### config.mk
export PLATFORM = sky130hd
export DESIGN_NAME = prio_irq_ctrl
export DESIGN_NICKNAME = d
export VERILOG_FILES = /design/src/rtl/irqc_pkg.sv /design/src/rtl/irqc_sync.sv /design/src/rtl/irqc_pending.sv /design/src/rtl/irqc_prio.sv /design/src/rtl/prio_irq_ctrl.sv
export SDC_FILE = /design/constraint.sdc
export NUM_CORES = 1
export LEC_CHECK = 0
export BUFFER_PORTS_ARGS = -buffer_cell sky130_fd_sc_hd__buf_2
export CORE_ASPECT_RATIO = 0.9
export CORE_UTILIZATION = 53
export DETAILED_ROUTE_END_ITERATION = 10
export PLACE_DENSITY = 0.81
export SYNTH_ARGS = -nofsm -noshare
export SYNTH_HDL_FRONTEND = slang
export SYNTH_SLANG_ARGS = --single-unit
### constraint.sdc
create_clock -name clk -period 1.5 [get_ports clk]
set_input_delay 0.075 -clock clk [delete_from_list [all_inputs] [get_ports clk]]
set_output_delay 0.075 -clock clk [all_outputs]
set_load 0.005 [all_outputs]
### src/rtl/irqc_pkg.sv
package irqc_pkg;
    typedef enum logic [1:0] {
        A_SENSE  = 2'd0,
        A_PEND   = 2'd1,
        A_VECT   = 2'd2,
        A_CLRALL = 2'd3
    } reg_addr_e;

    typedef enum logic {
        BUS_IDLE = 1'b0,
        BUS_HELD = 1'b1
    } bus_state_e;
endpackage

### src/rtl/irqc_sync.sv
module irqc_sync #(
    parameter int unsigned WIDTH  = 8,
    parameter int unsigned STAGES = 2
) (
    input  logic             clk,
    input  logic             rst_n,
    input  logic [WIDTH-1:0] async_i,
    output logic [WIDTH-1:0] sync_o
);
    logic [WIDTH-1:0] chain_q [STAGES];

    always_ff @(posedge clk or negedge rst_n) begin
        if (!rst_n) begin
            for (int i = 0; i < STAGES; i++) chain_q[i] <= '0;
        end else begin
            chain_q[0] <= async_i;
            for (int i = 1; i < STAGES; i++) chain_q[i] <= chain_q[i-1];
        end
    end

    assign sync_o = chain_q[STAGES-1];
endmodule

### src/rtl/irqc_pending.sv
module irqc_pending #(
    parameter int unsigned N_SRC = 8
) (
    input  logic             clk,
    input  logic             rst_n,
    input  logic [N_SRC-1:0] sync_i,
    input  logic [N_SRC-1:0] sense_i,
    input  logic             clr_all_i,
    input  logic [N_SRC-1:0] ack_mask_i,
    output logic [N_SRC-1:0] pend_o
);
    logic [N_SRC-1:0] prev_q;
    logic [N_SRC-1:0] pend_q;
    logic [N_SRC-1:0] rise;
    logic [N_SRC-1:0] pend_d;

    assign rise = sync_i & ~prev_q;

    generate
        for (genvar n = 0; n < N_SRC; n++) begin : g_bit
            always_comb begin
                if (sense_i[n]) pend_d[n] = sync_i[n];
                else pend_d[n] = rise[n] | (pend_q[n] & ~(clr_all_i | ack_mask_i[n]));
            end
        end
    endgenerate

    always_ff @(posedge clk or negedge rst_n) begin
        if (!rst_n) begin
            prev_q <= '0;
            pend_q <= '0;
        end else begin
            prev_q <= sync_i;
            pend_q <= pend_d;
        end
    end

    assign pend_o = pend_q;

    // a level-mode bit follows the synchronized input one clock later
    a_r5_level_follows: assert property (@(posedge clk) disable iff (!rst_n)
        1'b1 |=> (pend_q & $past(sense_i)) == ($past(sync_i) & $past(sense_i)));

    // after a clear-all only new edges remain among edge-mode bits
    a_r6_clear_all: assert property (@(posedge clk) disable iff (!rst_n)
        clr_all_i |=> (pend_q & ~$past(sense_i) & ~$past(rise)) == '0);

    // a detected edge is never lost, even with a clear in the same cycle
    a_r7_edge_kept: assert property (@(posedge clk) disable iff (!rst_n)
        ((rise & ~sense_i) != '0) |=> (($past(rise & ~sense_i)) & ~pend_q) == '0);
endmodule

### src/rtl/irqc_prio.sv
module irqc_prio #(
    parameter int unsigned N_SRC = 8,
    parameter int unsigned VEC_W = 3
) (
    input  logic             clk,
    input  logic             rst_n,
    input  logic [N_SRC-1:0] pend_i,
    output logic [VEC_W-1:0] vec_o,
    output logic             any_o
);
    always_comb begin
        vec_o = '0;
        any_o = 1'b0;
        for (int i = N_SRC - 1; i >= 0; i--) begin
            if (pend_i[i]) begin
                vec_o = VEC_W'(i);
                any_o = 1'b1;
            end
        end
    end

    // the reported index is pending
    a_r8_vec_pending: assert property (@(posedge clk) disable iff (!rst_n)
        any_o |-> pend_i[vec_o]);

    // no lower-numbered input is pending
    a_r8_vec_lowest: assert property (@(posedge clk) disable iff (!rst_n)
        any_o |-> (pend_i & ((N_SRC'(1) << vec_o) - N_SRC'(1))) == '0);
endmodule

### src/rtl/prio_irq_ctrl.sv
module prio_irq_ctrl
    import irqc_pkg::*;
#(
    parameter int unsigned N_SRC       = 8,
    parameter int unsigned DATA_W      = 8,
    parameter int unsigned SYNC_STAGES = 2
) (
    input  logic              clk,
    input  logic              rst_n,
    input  logic [N_SRC-1:0]  irq_in,
    input  logic [1:0]        bus_addr,
    input  logic              bus_rd,
    input  logic              bus_wr,
    input  logic [DATA_W-1:0] bus_wdata,
    output logic [DATA_W-1:0] bus_rdata,
    output logic              irq_out
);
    localparam int unsigned VEC_W = (N_SRC > 1) ? $clog2(N_SRC) : 1;

    bus_state_e        state_q, state_d;
    logic [N_SRC-1:0]  sense_q;
    logic [N_SRC-1:0]  sync_w;
    logic [N_SRC-1:0]  pend_w;
    logic [VEC_W-1:0]  vec_w;
    logic              any_w;
    logic              rd_start;
    logic              clr_all;
    logic              ack_fire;
    logic [N_SRC-1:0]  ack_mask;
    logic [DATA_W-1:0] rd_mux;
    logic [DATA_W-1:0] rdata_q;

    irqc_sync #(.WIDTH(N_SRC), .STAGES(SYNC_STAGES)) u_sync (
        .clk(clk), .rst_n(rst_n), .async_i(irq_in), .sync_o(sync_w)
    );

    irqc_pending #(.N_SRC(N_SRC)) u_pend (
        .clk(clk), .rst_n(rst_n), .sync_i(sync_w), .sense_i(sense_q),
        .clr_all_i(clr_all), .ack_mask_i(ack_mask), .pend_o(pend_w)
    );

    irqc_prio #(.N_SRC(N_SRC), .VEC_W(VEC_W)) u_prio (
        .clk(clk), .rst_n(rst_n), .pend_i(pend_w), .vec_o(vec_w), .any_o(any_w)
    );

    // bus state register
    always_ff @(posedge clk or negedge rst_n) begin
        if (!rst_n) state_q <= BUS_IDLE;
        else state_q <= state_d;
    end

    always_comb begin
        state_d = state_q;
        unique case (state_q)
            BUS_IDLE: if (bus_rd)  state_d = BUS_HELD;
            BUS_HELD: if (!bus_rd) state_d = BUS_IDLE;
            default:               state_d = BUS_IDLE;
        endcase
    end

    // outputs of the bus machine: one-shot side effects
    always_comb begin
        rd_start = (state_q == BUS_IDLE) && bus_rd;
        clr_all  = rd_start && (bus_addr == A_CLRALL);
        ack_fire = rd_start && (bus_addr == A_VECT) && any_w;
        ack_mask = '0;
        if (ack_fire) ack_mask[vec_w] = 1'b1;
    end

    always_comb begin
        rd_mux = '0;
        unique case (bus_addr)
            A_SENSE:  rd_mux[N_SRC-1:0] = sense_q;
            A_PEND:   rd_mux[N_SRC-1:0] = pend_w;
            A_VECT:   rd_mux[VEC_W-1:0] = vec_w;
            A_CLRALL: rd_mux[N_SRC-1:0] = pend_w;
            default:  rd_mux = '0;
        endcase
    end

    always_ff @(posedge clk or negedge rst_n) begin
        if (!rst_n) begin
            sense_q <= '0;
            rdata_q <= '0;
        end else begin
            if (bus_wr && (bus_addr == A_SENSE)) sense_q <= bus_wdata[N_SRC-1:0];
            if (rd_start) rdata_q <= rd_mux;
        end
    end

    assign bus_rdata = rdata_q;
    assign irq_out   = any_w;

    // a side effect never fires on two consecutive cycles
    a_r10_single_effect: assert property (@(posedge clk) disable iff (!rst_n)
        (clr_all || ack_fire) |=> !(clr_all || ack_fire));

    // reserved bits of the vector read are zero
    a_r8_reserved_zero: assert property (@(posedge clk) disable iff (!rst_n)
        (rd_start && bus_addr == A_VECT) |=> bus_rdata[DATA_W-1:VEC_W] == '0);

    // the sense register moves only on a write to address 0
    a_r11_sense_write_only: assert property (@(posedge clk) disable iff (!rst_n)
        !(bus_wr && bus_addr == A_SENSE) |=> $stable(sense_q));
endmodule

==> out/results.ini, run 1 <==
[run_status]
status = finished, final reports clean

[critical_path]
rr_endpoint = u_pend.pend_o[7]
crit_chain = nor2_1, nand4_1, a211oi_1, o21ai_1
worst_ep_required_time_ns = 1.68
path_depth = 4
start_kind = register
crit_type = reg2reg
crit_family = flip-flops
setup.worst_path.start = u_pend.pend_o[2]
reg2reg_depth = 4
reg2reg_slack_ns = 0.03
worst-path-buf-inv = 0
max_stage_delay_ns = 0.47
critPathArrivalTime_ns = 1.65
cp_max_fo = 6
end_kind = register
slowest_stage = dfrtp_1
endpoint = u_pend.pend_o[7]
r2r_start = u_pend.pend_o[2]

[power]
combPwrFrac_pct = 15.1
share_clk_of_total_power_pct = 27.1
ir_worst_vdd_mv = 0.787
fin_total_pwr_mw = 2.81
p_sw_mw = 0.752
leakage_nw = 1.06
p_int_mw = 2.06
switching_share_pct = 26.7
power_density_nw_per_um2 = 1180
pwr-share-seq_pct = 57.9

[routing]
viasPerCell = 5.56
route.vias.total = 1384
drc = 0
first_pass_iters = 4
wl_per_cell_um = 15.4
drt_iter0_drc = 125
wirelength_mm = 3.83
final_antenna_net_count = 0

[placed_design]
gp_congestion = 0.921
port_buffers = 30
dpl_cell_area_um2 = 2100
dpl_worst_slack_ns = 0.0516
hpwl_mm = 2.41
placedCellCount = 224

[global_routing]
grt_pass1_wl_mm = 6.04
grt_max_degree = 50
first_global_vias = 1330
grt_remaining_overflow = 0
grt_usage_pct = 21.9
antenna_found_initial = 0

[synthesis]
ys_warn_count = 0
synth_top_area_share_pct = 65.4
ys_types = 40
syn_area_per_cell_um2 = 12.4
yosysTopAreaCell = dfrtp_1
netlist_area_um2 = 1880
yosysSeqAreaShare_pct = 65.4
ys_seq_elements = 49
syn-instance-count = 151
synth.top_cells.by_area = dfrtp_1, mux2_1, o21ai_0
syn_nets = 173

[final_layout]
mostFrequentLayoutCells = dfrtp_1, buf_2, dlygate4sd3_1
seqCellArea_um2 = 1230
layout-drive-gt1-share_pct = 24.9
nFillCells = 254
multi_input_area_um2 = 601
post-route-util_pct = 70.8
diodes = 0
area_delta_synth_final_pct = 27.5
finalInstanceArea_um2 = 2390
fin_nets = 227
layout_commonest_cell = dfrtp_1
stdcell_count = 249

[cts]
cts_buffer_depth = 2
h-tree-depth = 2
clk_pin_slew_ns = 0.08
cts_tree = yes
insertion_delay_ns = 0.30
cts-root-buf = clkbuf_8
cts_sinks = 49
cts_inserted_buffers = 5

[sta]
fin_ws_ns = 0.0265
fin_crit_ns = 1.47
final-hold-violation-count = 0
relSlewSlack_pct = 74.4
worst_pin_slew_ns = 0.383
period_share_pct = 98.2
setup_violations = 0
slew_violations = 0
fin_worst_skew_ns = 0.00755
max_freq_ghz = 0.679

[die]
ioPinCount = 31
start_util_pct = 55.5
die_w_um = 64.7
coreArea_um2 = 3380
num_rows = 20
dieArea_um2 = 3780
die_h_um = 58.4

[hold_path]
hold_class = in2reg

[job]
maxCapViolCount = 0

-- cells in the mapped netlist (all sizes together) --
library cell	number
nor3	2
nand2b	1
buf	4
inv	9
nand4	1
mux2	5
or3	1
clkbuf	1
nor4	1
nor2	14
a41o	2
o221ai	1
and2	1
nand2	8
o21bai	1
o22a	1
o21ai	15
a311oi	1
a221o	1
nand3b	4
a21boi	2
a32o	1
a21oi	5
nor3b	1
a211oi	1
or2b	1
nand3	4
dfrtp	49
nand4b	2
o31ai	1
nor4b	1
a221oi	5
nor2b	4
-- power by group through the flow --
stage | combinational [mW] | clock (mW) | sequential (mW)
2_1_floorplan | 0.226 | 0 | 1.60
3_3_place_gp | 0.367 | 0 | 1.62
3_5_place_dp | 0.379 | 0 | 1.63
4_1_cts | 0.419 | 0.772 | 1.61
5_1_grt | 0.471 | 0.826 | 1.64
6_report | 0.424 | 0.762 | 1.63
-- metrics by stage --
stage / setup TNS [ns] / hold slack [ns]
2_1_floorplan: 0 / -0.221
3_3_place_gp: 0 / 0.0756
3_5_place_dp: 0 / 0.0788
4_1_cts: 0 / 0.172
5_1_grt: -0.00717 / 0.236
6_report: 0 / 0.181
-- tightest hold or removal path, stage by stage --
cell,delay [ns]
buf_2,0.15
a311oi_1,0.06
o21ai_0,0.16
-- cell families (layout without fill, tap and decap cells) --
logic type / after synthesis / after routing / synth area share (%)
AOI/OAI and AO/OA: 37 / 37 / 13.6
buffers and inverters: 14 / 68 / 3.54
DFF: 49 / 49 / 65.4
muxes: 5 / 5 / 3.00
and+or+nand+nor: 46 / 46 / 14.5
-- layout make-up --
| cell class | count | area share [%] |
|---|---|---|
| clock buffer | 7 | 3.61 |
| inverter | 9 | 1.41 |
| multi-input combinational | 88 | 25.1 |
| sequential | 49 | 51.4 |
| tap | 44 | 2.30 |
| timing repair buffer | 52 | 16.1 |
-- how the worst min path moves through the flow --
stage               cells past startpoint  slack, ns        start                to
floorplan                               0      -0.22        rst_n      bus_rdata[0]
global placement                        2       0.08        rst_n        sense_q[0]
detailed placement                      2       0.08        rst_n  u_pend.prev_q[0]
CTS                                     3       0.17  bus_addr[0]      bus_rdata[1]
global route                            3       0.24  bus_addr[0]      bus_rdata[1]
finish                                  3       0.18  bus_addr[0]      bus_rdata[1]
-- layer usage --
metal / vias up / wire, um / GRT usage, %
met5: - / 0 / 0
met3: 7 / 213 / 6.20
li1: 643 / - / -
met1: 675 / 1760 / 29.1
met4: 0 / 69 / 11.1
met2: 59 / 1790 / 33.2
-- state kept, by name, summed over array words and instances, names as in the netlist --
signal and flops:
bus_rdata 8, u_sync.sync_o 8, sense_q 8, u_sync.chain_q 8
u_pend.prev_q 8, state_q 1, u_pend.pend_o 8
-- timing repair --
item | in CTS | in global routing
gates resized for setup | 1 | 5
setup endpoints to repair | 1 | 4
endpoints found under the hold margin | 66 | 0
pin swaps | 0 | 2
setup buffers | 0 | 0
cloned | 0 | 0
hold buffers | 18 | 0
Power figures use the tool's default switching activity.
==> run 2, diff against run 1 <==
--- a/config.mk
+++ b/config.mk
@@ -9,7 +9,8 @@
 export CORE_ASPECT_RATIO = 0.9
 export CORE_UTILIZATION = 53
 export DETAILED_ROUTE_END_ITERATION = 10
-export PLACE_DENSITY = 0.81
+export PLACE_DENSITY = 0.8
 export SYNTH_ARGS = -nofsm -noshare
 export SYNTH_HDL_FRONTEND = slang
+export SYNTH_HIERARCHICAL = 1
 export SYNTH_SLANG_ARGS = --single-unit
==> run 2 against run 1 <==
- the run now ends with setup timing left
- sequential power hardly changed
- global-route usage is 3.0 points higher
- combinational power is 80% higher
- maximum frequency is 21% lower
- worst hold slack worse by 0.17 ns
- flip-flop and latch count stayed put
- critical endpoint is now u_pend/pend_o[6]
- largest power group unchanged
- highest routed layer unchanged
==> out/results.ini, run 2 <==
[run_status]
status = finished with violations
violations = setup timing

[synthesis]
ys_types = 34
syn_nets = 180
yosysSeqAreaShare_pct = 59.8
synth_edf_count = 0
syn-instance-count = 158
synth_top_area_share_pct = 59.8
yosysTopAreaCell = dfrtp_1
ys_warn_count = 6
synth.top_cells.by_area = dfrtp_1, mux2_4, nor4b_2
yosysMostFrequentCell = dfrtp_1
synthArstFlopShare_pct = 100
yosys-top-cells-count = dfrtp_1, nor2_1, nand2b_1
syn_area_per_cell_um2 = 13.0
ys_seq_elements = 49
synth_flop_cell = dfrtp_1
netlist_area_um2 = 2050

[power]
ir_worst_vdd_mv = 0.677
leakage_nw = 1.25
share_clk_of_total_power_pct = 23.9
power_density_nw_per_um2 = 1150
switching_share_pct = 28.7
p_sw_mw = 0.910
p_int_mw = 2.26
pwr-share-seq_pct = 52.0
combPwrFrac_pct = 24.0

[critical_path]
worst_ep_required_time_ns = 1.70
critPathArrivalTime_ns = 2.08
cp_max_fo = 4
end_kind = register
start_kind = register
max_stage_delay_ns = 0.46
crit_family = simple AND/OR/NAND/NOR gates
slowest_stage = dfrtp_2
crit_type = reg2reg
worst-path-buf-inv = 0
r2r_start = u_pend/pend_o[5]
crit_chain = nor2_1, o21ai_1, a211oi_2, and2_4, nand4_1, nor3_2, nor4b_2, a21o_1
setup.worst_path.start = u_pend/pend_o[5]

[hold_path]
hold_class = in2reg
hold_start = bus_wdata[2]

[cts]
cts_sinks = 49
cts_inserted_buffers = 5
cts_tree = yes
h-tree-depth = 2
cts_buffer_depth = 2
clk_pin_slew_ns = 0.09
insertion_delay_ns = 0.30
cts-root-buf = clkbuf_8

[placed_design]
dpl_cell_area_um2 = 2370
hpwl_mm = 2.83
gp_congestion = 0.893
dpl_worst_slack_ns = -0.255
port_buffers = 30

[routing]
viasPerCell = 5.45
met2_length_mm = 2.29
wl_per_cell_um = 17.2
first_pass_iters = 5
wl_met3_um = 242
drc = 0
route.vias.total = 1467
drt-met1-wl_mm = 1.93
topRoutingLayerUsed = met4
drt_iter0_drc = 99
wirelength_mm = 4.63
final_antenna_net_count = 0

[global_routing]
first_global_vias = 1532
grt_max_degree = 32
grt_usage_pct = 24.9
grt_remaining_overflow = 0
antenna_found_initial = 0
grt_pass1_wl_mm = 7.18

[job]
maxCapViolCount = 0

[die]
ioPinCount = 31
dieArea_um2 = 4120
start_util_pct = 55.3
die_h_um = 61.0
num_rows = 21
coreArea_um2 = 3700
die_w_um = 67.6

[sta]
relSlewSlack_pct = 68.7
fin_crit_ns = 1.88
whs_ns = 0.0109
period_share_pct = 125
slew_violations = 0
fin_worst_skew_ns = 0.00585
rsz0062_at_grt = true
setup_violations = 12
worst_pin_slew_ns = 0.469
fin_ws_ns = -0.375
final-hold-violation-count = 0
max_freq_ghz = 0.533

[final_layout]
mostFrequentLayoutCells = dfrtp_1, buf_2, buf_4
fin_nets = 245
area_delta_synth_final_pct = 34.6
finalInstanceArea_um2 = 2760
diodes = 0
layout_commonest_cell = dfrtp_1
layout-drive-gt1-share_pct = 46.2

run 2: changes by cell type in the layout (fill, tap and decap cells not counted), moves of 3 or more:
cell / before / now
mux2_4: 0 / 9
buf_6: 0 / 5
mux2_1: 5 / 1
nor4b_2: 0 / 8
a21oi_1: 5 / 0
inv_1: 9 / 0
nand3_1: 4 / 0
nor2_1: 13 / 16
a21o_1: 0 / 8
nand2_1: 8 / 4
buf_4: 2 / 19
nand2b_1: 1 / 11
o21ai_0: 11 / 0
run 2: path summary, 6_finish.rpt:
check / endpoint / slack, ns / depth (start not counted)
worst max-delay path: u_pend/pend_o[6] / -0.38 / 8
worst min-delay path: sense_q[2] / 0.01 / 2
worst max register to register: u_pend/pend_o[6] / -0.38 / 8
worst min register to register: u_sync/sync_o[1] / 0.35 / 0
max in group asynchronous: u_pend/pend_o[7] / 0.73 / 3
min in group asynchronous: u_pend/prev_q[0] / 0.25 / 2
run 2: repair_timing:
action,in CTS,in global routing
hold buffers,16,0
resized for setup,14,11
endpoints found under the hold margin,33,0
setup buffers,5,2
setup endpoints to repair,12,12
pin swaps,7,11
run 2: layer usage:
| layer | vias to the layer above | track usage [%] |
|---|---|---|
| li1 | 672 | - |
| met1 | 719 | 28.8 |
| met2 | 56 | 42.4 |
| met3 | 20 | 6.02 |
| met4 | 0 | 14.0 |
| met5 | - | 0 |
run 2: kinds of logic (layout without fill, tap and decap cells):
kind of cell / after synthesis / in the layout / share of synthesized area (%)
muxes: 12 / 12 / 7.94
DFF: 49 / 49 / 59.8
buffers and inverters: 14 / 79 / 4.88
AOI/OAI and AO/OA: 22 / 22 / 7.81
and+or+nand+nor: 61 / 61 / 19.5
run 2: cell type report:
type / instances / area (um^2)
Inverter: 1 / 3.75
Clock inverter: 2 / 16.3
Fill cell: 221 / 947
Clock buffer: 5 / 68.8
Multi-Input combinational cell: 95 / 835
Timing Repair Buffer: 71 / 544
Tap cell: 46 / 57.6
Sequential cell: 49 / 1230
run 2: power by group through the flow:
stage	registers [mW]	logic [mW]	clock network, mW
final	1.65	0.762	0.759
after global routing	1.68	0.820	0.834
after CTS	1.64	0.714	0.772
after detailed placement	1.66	0.601	0
after global placement	1.64	0.574	0
after floorplan	1.62	0.358	0
run 2: through the flow:
| stage | std cells | total power, mW | utilization [%] | TNS, ns |
|---|---|---|---|---|
| 2_1_floorplan | 158 | 1.98 | - | -0.461 |
| 3_3_place_gp | 239 | 2.21 | 63.9 | -1.13 |
| 4_1_cts | 267 | 3.12 | 72.7 | -2.40 |
| 6_report | 269 | 3.17 | 74.4 | -3.48 |
| 3_5_place_dp | 239 | 2.26 | 63.9 | -2.03 |
| 5_1_grt | 269 | 3.33 | 74.4 | -3.76 |
